## src/rtl/synth_div_pkg.sv

```systemverilog
package synth_div_pkg;
   localparam int CTRL_W = 2;

   typedef enum logic [1:0] {
      TGT_MAIN = 2'b00,
      TGT_REF  = 2'b10,
      TGT_NONE = 2'b01
   } target_e;

   function automatic target_e decode_target(input logic [CTRL_W-1:0] c);
      if (c[0])      return TGT_NONE;
      else if (c[1]) return TGT_REF;
      else           return TGT_MAIN;
   endfunction

   function automatic int max2(input int a, input int b);
      return (a > b) ? a : b;
   endfunction
endpackage

```

## src/rtl/sdl_sync_bus.sv

```systemverilog
module sdl_sync_bus #(
   parameter int W      = 3,
   parameter int STAGES = 2
) (
   input  logic         clk,
   input  logic         rst_n,
   input  logic [W-1:0] d,
   output logic [W-1:0] q
);
   generate
      if (STAGES < 2) begin : g_bad_stages
         $error("sdl_sync_bus: STAGES must be at least 2");
      end
      if (W < 1) begin : g_bad_width
         $error("sdl_sync_bus: W must be at least 1");
      end
   endgenerate

   logic [W-1:0] chain [STAGES];

   generate
      for (genvar s = 0; s < STAGES; s++) begin : g_stage
         if (s == 0) begin : g_first
            always_ff @(posedge clk or negedge rst_n) begin
               if (!rst_n) chain[s] <= '0;
               else        chain[s] <= d;
            end
         end else begin : g_next
            always_ff @(posedge clk or negedge rst_n) begin
               if (!rst_n) chain[s] <= '0;
               else        chain[s] <= chain[s-1];
            end
         end
      end
   endgenerate

   assign q = chain[STAGES-1];
endmodule

```

## src/rtl/sdl_shifter.sv

```systemverilog
module sdl_shifter #(
   parameter int SR_W = 20
) (
   input  logic            clk,
   input  logic            rst_n,
   input  logic            shift_en,
   input  logic            din,
   output logic [SR_W-1:0] sreg
);
   generate
      if (SR_W < 3) begin : g_bad_len
         $error("sdl_shifter: SR_W too small");
      end
   endgenerate

   always_ff @(posedge clk or negedge rst_n) begin
      if (!rst_n)        sreg <= '0;
      else if (shift_en) sreg <= {sreg[SR_W-2:0], din};
   end

   // the newest bit lands at position 0
   a_r1_newest_bit: assert property (@(posedge clk) disable iff (!rst_n)
      shift_en |=> sreg[0] == $past(din));
   a_r1_older_bits_move: assert property (@(posedge clk) disable iff (!rst_n)
      shift_en |=> sreg[SR_W-1:1] == $past(sreg[SR_W-2:0]));
   // the path holds still between serial clock edges
   a_r5_hold_path: assert property (@(posedge clk) disable iff (!rst_n)
      !shift_en |=> $stable(sreg));
endmodule

```

## src/rtl/sdl_latch_bank.sv

```systemverilog
module sdl_latch_bank
   import synth_div_pkg::*;
#(
   parameter int SWALLOW_W = 6,
   parameter int PROG_W    = 12,
   parameter int REF_W     = 14,
   parameter int SR_W      = 20
) (
   input  logic                 clk,
   input  logic                 rst_n,
   input  logic                 load_stb,
   input  logic [SR_W-1:0]      frame,
   output logic [SWALLOW_W-1:0] swallow_cnt,
   output logic [PROG_W-1:0]    prog_cnt,
   output logic [REF_W-1:0]     ref_cnt
);
   localparam int SW_LO = CTRL_W;
   localparam int PG_LO = CTRL_W + SWALLOW_W;
   localparam int RF_LO = CTRL_W;

   generate
      if (SR_W < PG_LO + PROG_W || SR_W < RF_LO + REF_W) begin : g_bad_sr
         $error("sdl_latch_bank: SR_W cannot hold a frame");
      end
   endgenerate

   target_e tgt;
   logic    ld_main, ld_ref;

   always_comb begin
      tgt     = decode_target(frame[CTRL_W-1:0]);
      ld_main = load_stb && (tgt == TGT_MAIN);
      ld_ref  = load_stb && (tgt == TGT_REF);
   end

   always_ff @(posedge clk or negedge rst_n) begin
      if (!rst_n) begin
         swallow_cnt <= '0;
         prog_cnt    <= '0;
      end else if (ld_main) begin
         swallow_cnt <= frame[SW_LO +: SWALLOW_W];
         prog_cnt    <= frame[PG_LO +: PROG_W];
      end
   end

   always_ff @(posedge clk or negedge rst_n) begin
      if (!rst_n)      ref_cnt <= '0;
      else if (ld_ref) ref_cnt <= frame[RF_LO +: REF_W];
   end

   // a reference load never disturbs the main register, and the reverse
   a_r3_ref_alone: assert property (@(posedge clk) disable iff (!rst_n)
      !$stable(ref_cnt) |-> ($stable(prog_cnt) && $stable(swallow_cnt)));
   a_r3_main_alone: assert property (@(posedge clk) disable iff (!rst_n)
      (!$stable(prog_cnt) || !$stable(swallow_cnt)) |-> $stable(ref_cnt));
   // control code with C0 set loads nothing
   a_r4_c0_blocks: assert property (@(posedge clk) disable iff (!rst_n)
      (load_stb && frame[0]) |=> ($stable(swallow_cnt) && $stable(prog_cnt) && $stable(ref_cnt)));
   // no strobe, no change
   a_r5_no_strobe: assert property (@(posedge clk) disable iff (!rst_n)
      !load_stb |=> ($stable(swallow_cnt) && $stable(prog_cnt) && $stable(ref_cnt)));
endmodule

```

## src/rtl/synth_div_loader.sv

```systemverilog
module synth_div_loader
   import synth_div_pkg::*;
#(
   parameter int SWALLOW_W   = 6,
   parameter int PROG_W      = 12,
   parameter int REF_W       = 14,
   parameter int SYNC_STAGES = 2
) (
   input  logic                 clk,
   input  logic                 rst_n,
   input  logic                 ser_clk,
   input  logic                 ser_data,
   input  logic                 ser_le,
   output logic [SWALLOW_W-1:0] swallow_cnt,
   output logic [PROG_W-1:0]    prog_cnt,
   output logic [REF_W-1:0]     ref_cnt
);
   localparam int SR_W = CTRL_W + max2(SWALLOW_W + PROG_W, REF_W);

   generate
      if (SWALLOW_W < 1 || PROG_W < 1 || REF_W < 1) begin : g_bad_fields
         $error("synth_div_loader: field widths must be positive");
      end
   endgenerate

   logic [2:0]      pins_s;
   logic            sclk_q, le_q;
   logic            sclk_rise, le_rise;
   logic [SR_W-1:0] sreg;

   sdl_sync_bus #(.W(3), .STAGES(SYNC_STAGES)) u_sync (
      .clk   (clk),
      .rst_n (rst_n),
      .d     ({ser_le, ser_clk, ser_data}),
      .q     (pins_s)
   );

   always_ff @(posedge clk or negedge rst_n) begin
      if (!rst_n) begin
         sclk_q <= 1'b0;
         le_q   <= 1'b0;
      end else begin
         sclk_q <= pins_s[1];
         le_q   <= pins_s[2];
      end
   end

   assign sclk_rise = pins_s[1] & ~sclk_q;
   assign le_rise   = pins_s[2] & ~le_q;

   sdl_shifter #(.SR_W(SR_W)) u_shift (
      .clk      (clk),
      .rst_n    (rst_n),
      .shift_en (sclk_rise),
      .din      (pins_s[0]),
      .sreg     (sreg)
   );

   sdl_latch_bank #(
      .SWALLOW_W (SWALLOW_W),
      .PROG_W    (PROG_W),
      .REF_W     (REF_W),
      .SR_W      (SR_W)
   ) u_latch (
      .clk         (clk),
      .rst_n       (rst_n),
      .load_stb    (le_rise),
      .frame       (sreg),
      .swallow_cnt (swallow_cnt),
      .prog_cnt    (prog_cnt),
      .ref_cnt     (ref_cnt)
   );

   // only one load per strobe edge, even while the strobe stays high
   a_r5_single_edge: assert property (@(posedge clk) disable iff (!rst_n)
      le_rise |=> !le_rise);
endmodule

```

## config.mk

```make
export PLATFORM = sky130hd
export DESIGN_NAME = synth_div_loader
export DESIGN_NICKNAME = d
export VERILOG_FILES = /design/src/rtl/synth_div_pkg.sv /design/src/rtl/sdl_sync_bus.sv /design/src/rtl/sdl_shifter.sv /design/src/rtl/sdl_latch_bank.sv /design/src/rtl/synth_div_loader.sv
export SDC_FILE = /design/constraint.sdc
export NUM_CORES = 1
export LEC_CHECK = 0
export ABC_AREA = 1
export ABC_CLOCK_PERIOD_IN_PS = 1800
export CAP_MARGIN = 30
export CORE_AREA = 2 2 88 56
export CTS_CLUSTER_DIAMETER = 100
export DETAILED_ROUTE_END_ITERATION = 6
export DIE_AREA = 0 0 90 58
export PLACE_DENSITY = 0.87
export REMOVE_ABC_BUFFERS = 1
export SYNTH_ARGS = -nofsm -noshare
export SYNTH_HDL_FRONTEND = slang
export SYNTH_SLANG_ARGS = --single-unit
```

## constraint.sdc

```tcl
create_clock -name clk -period 1.8 [get_ports clk]
set_input_delay 0.45 -clock clk [delete_from_list [all_inputs] [get_ports clk]]
set_output_delay 0.45 -clock clk [all_outputs]
set_load 0.005 [all_outputs]
```

==> summary.txt <==
Logic synthesis
  • Seq/Total Area, Yosys: around 66%
  • Post-Syn Area: 0.00229 mm2
  • Synth unique cells: 16
  • #FFs+latches synth: 60
  • Synth warn: 0
  • Mapped Avg Cell Area: 9.77 um2
  • Gate Count Post-Synth: between 200 and 250

Die
  • Core ar.: around 0.0044 mm2
  • Die H: approximately 58 um
  • Die Wd: ~90 um
  • Initial cell density of the core: approximately half
  • I/O pin count: 37
  • Die area: ~0.0052 mm2
  • Row count: 19

STA
  • Max-slew violation count: 0
  • Final hold vios: 0
  • Unrepaired setup endpoints after global routing: false
  • Worst hold margin: around 110 ps
  • Fin crit share: roughly nine tenths
  • Slew HR: between 50% and 60%
  • Worst Skew: between 3 and 4 ps
  • Min Tclk post-route: between 1500 and 2000 ps
  • Slew @ Worst Pin: roughly 710 ps
  • Final TNS setup: 0 ps
  • Max Freq: slightly above 600 MHz
  • Setup violators final: 0

Critical path
  • Nature of the critical path endpoint: output port
  • Worst setup SP type: flop
  • Arr. time, crit path: 1190 ps
  • CP Depth: 1
  • Crit-path cells: clkdlybuf4s50_1
  • Critical path's largest stage delay: between 500 and 600 ps
  • Kind of critical path: reg2out
  • CP max stage cell: clkdlybuf4s50_1
  • CP required: around 1400 ps
  • Reg2reg path depth: 4
  • CP Max Fanout: 2
  • Reg-to-reg slack, setup: 470 ps
  • R2R Path Start: le_q$_DFF_PN0_
  • WP buf/inv: 1
  • Cell family with most CP delay: buffers and inverters
  • Worst reg2reg path endpoint: u_latch.ref_cnt[3]$_DFFE_PN0P_

Clock network
  • # hold bufs at CTS: 0
  • CTS Root Cell: clkbuf_8
  • Clock Path Buffers: 2
  • Clk sink count: 60
  • Post_cts resized: 0
  • Clk slew on worst S/H paths: approximately 60 ps
  • H-tree levels: 3
  • Clock Latency Late Sink: 330 ps
  • TritonCTS clock tree: built
  • Post-CTS setup buffers: 0
  • CTS buffer count: 9

Drt
  • Drt pass-1 iters: 4
  • Wire length per cell: approximately 13 um
  • DRT iter0 DRCs: ~120
  • DRT Wirelength: about 4.4 mm
  • DR vias/cell: around 5.0
  • Vias: approximately 1.7k
  • Remaining antenna violation count: 0
  • DRC viols: 0

Cells and area
  • Final net count: 280
  • Share of cells above drive strength 1: under 10%
  • N_diodes: 0
  • Area delta synth->final: 26.8%

Global route
  • Global Route Usage Sum: 19.4%
  • Pin count of the biggest net entering global routing: between 60 and 70
  • Antenna violations before repair: 0
  • Congestion Overflow GR: 0
  • First-pass GRT wire length: about 7.7 mm
  • Vias in the first global route: 1673

Placement
  • Routability Congestion: 0.738
  • Post-DP HPWL: 2.83 mm
  • Port buffer count: 36

Power and ir drop
  • Pwr Density: about 1300 mW/mm2
  • Maximum VDD drop: around 790 uV
  • Leak: 1.50 nW

Min path
  • Hold Path Class: in2async

Job
  • Max-cap violations: 0

Status
  • Status: finished clean
==> area by class of cell <==
class / count / area, um2
Tap cell: 63 / 78.8
Multi-Input combinational cell: 158 / 691
Inverter: 4 / 15.0
Timing Repair Buffer: 42 / 413
Clock buffer: 16 / 200
Fill cell: 368 / 1520
Sequential cell: 60 / 1500
==> registers in the layout (all words and copies together), names as in the netlist <==
signal / flops
u_latch.swallow_cnt: 6
sclk_q: 1
le_q: 1
u_latch.prog_cnt: 12
u_latch.ref_cnt: 14
u_sync.q: 3
u_shift.sreg: 20
u_sync.chain: 3
==> through the flow <==
stage	setup slack (ps)	util [%]	power, mW	instance area, um2	std cells
floorplan	459	-	2.13	2210	222
global placement	512	61.0	2.63	2700	327
detailed placement	463	61.0	2.67	2700	327
CTS	128	65.6	3.84	2900	343
global route	93.3	65.6	4.02	2900	343
finish	157	65.6	3.80	2900	343
==> cells in the final DEF, fill, tap and decap left out <==
cell type	synthesis	layout
clkdlybuf4s50_1	0	35
buf_4	4	5
nand2_4	1	1
o21ai_0	2	2
buf_12	0	1
buf_2	4	1
a21oi_1	2	2
clkbuf_1	2	2
inv_2	1	1
dfrtp_1	60	60
nand3_1	48	48
nor2_1	2	2
clkinv_1	1	1
nand2_2	1	1
clkbuf_8	0	14
nand2_1	99	99
inv_1	2	2
nor2_4	3	3
==> report_power, final <==
group | leakage (nW) | switching, mW | internal, mW
logic | 0.614 | 0.342 | 0.459
registers | 0.781 | 0.202 | 1.64
clock network | 0.103 | 0.467 | 0.690
total | 1.50 | 1.01 | 2.79
==> how the worst max path moves through the flow <==
| stage | from | end | slack (ps) |
|---|---|---|---|
| floorplan | le_q$_DFF_PN0_ | u_latch.ref_cnt[0]$_DFFE_PN0P_ | 460 |
| global placement | u_latch.prog_cnt[6]$_DFFE_PN0P_ | prog_cnt[6] | 510 |
| detailed placement | le_q$_DFF_PN0_ | u_latch.ref_cnt[3]$_DFFE_PN0P_ | 460 |
| CTS | u_latch.prog_cnt[2]$_DFFE_PN0P_ | prog_cnt[2] | 130 |
| global route | u_latch.swallow_cnt[2]$_DFFE_PN0P_ | swallow_cnt[2] | 90 |
| finish | u_latch.prog_cnt[6]$_DFFE_PN0P_ | prog_cnt[6] | 160 |
==> cells in the mapped netlist, drive strengths merged <==
| master | n | share of area, % |
|---|---|---|
| a21oi | 2 | 0.44 |
| buf | 10 | 3.2 |
| clkbuf | 2 | 0.33 |
| clkinv | 1 | 0.16 |
| dfrtp | 60 | 66 |
| inv | 3 | 0.49 |
| nand2 | 101 | 17 |
| nand3 | 48 | 11 |
| nor2 | 5 | 1.8 |
| o21ai | 2 | 0.44 |
==> cells by family after synthesis <==
group                  share of synthesized area [%]
buffers and inverters                           4.16
AND/OR/NAND/NOR                                 29.3
AO/OA/AOI/OAI                                  0.875
flip-flops                                      65.6
==> metal layers <==
layer	vias to the layer above	wire length (um)	global-route usage [%]	part of all wire (%)
met1	820	2030	25.6	46
met5	-	0	0	0
met4	0	53	8.79	1.2
met2	57	2050	30.2	46
li1	830	-	-	-
met3	5	281	6.37	6.4
No activity file was read; power rests on OpenSTA's default activity.
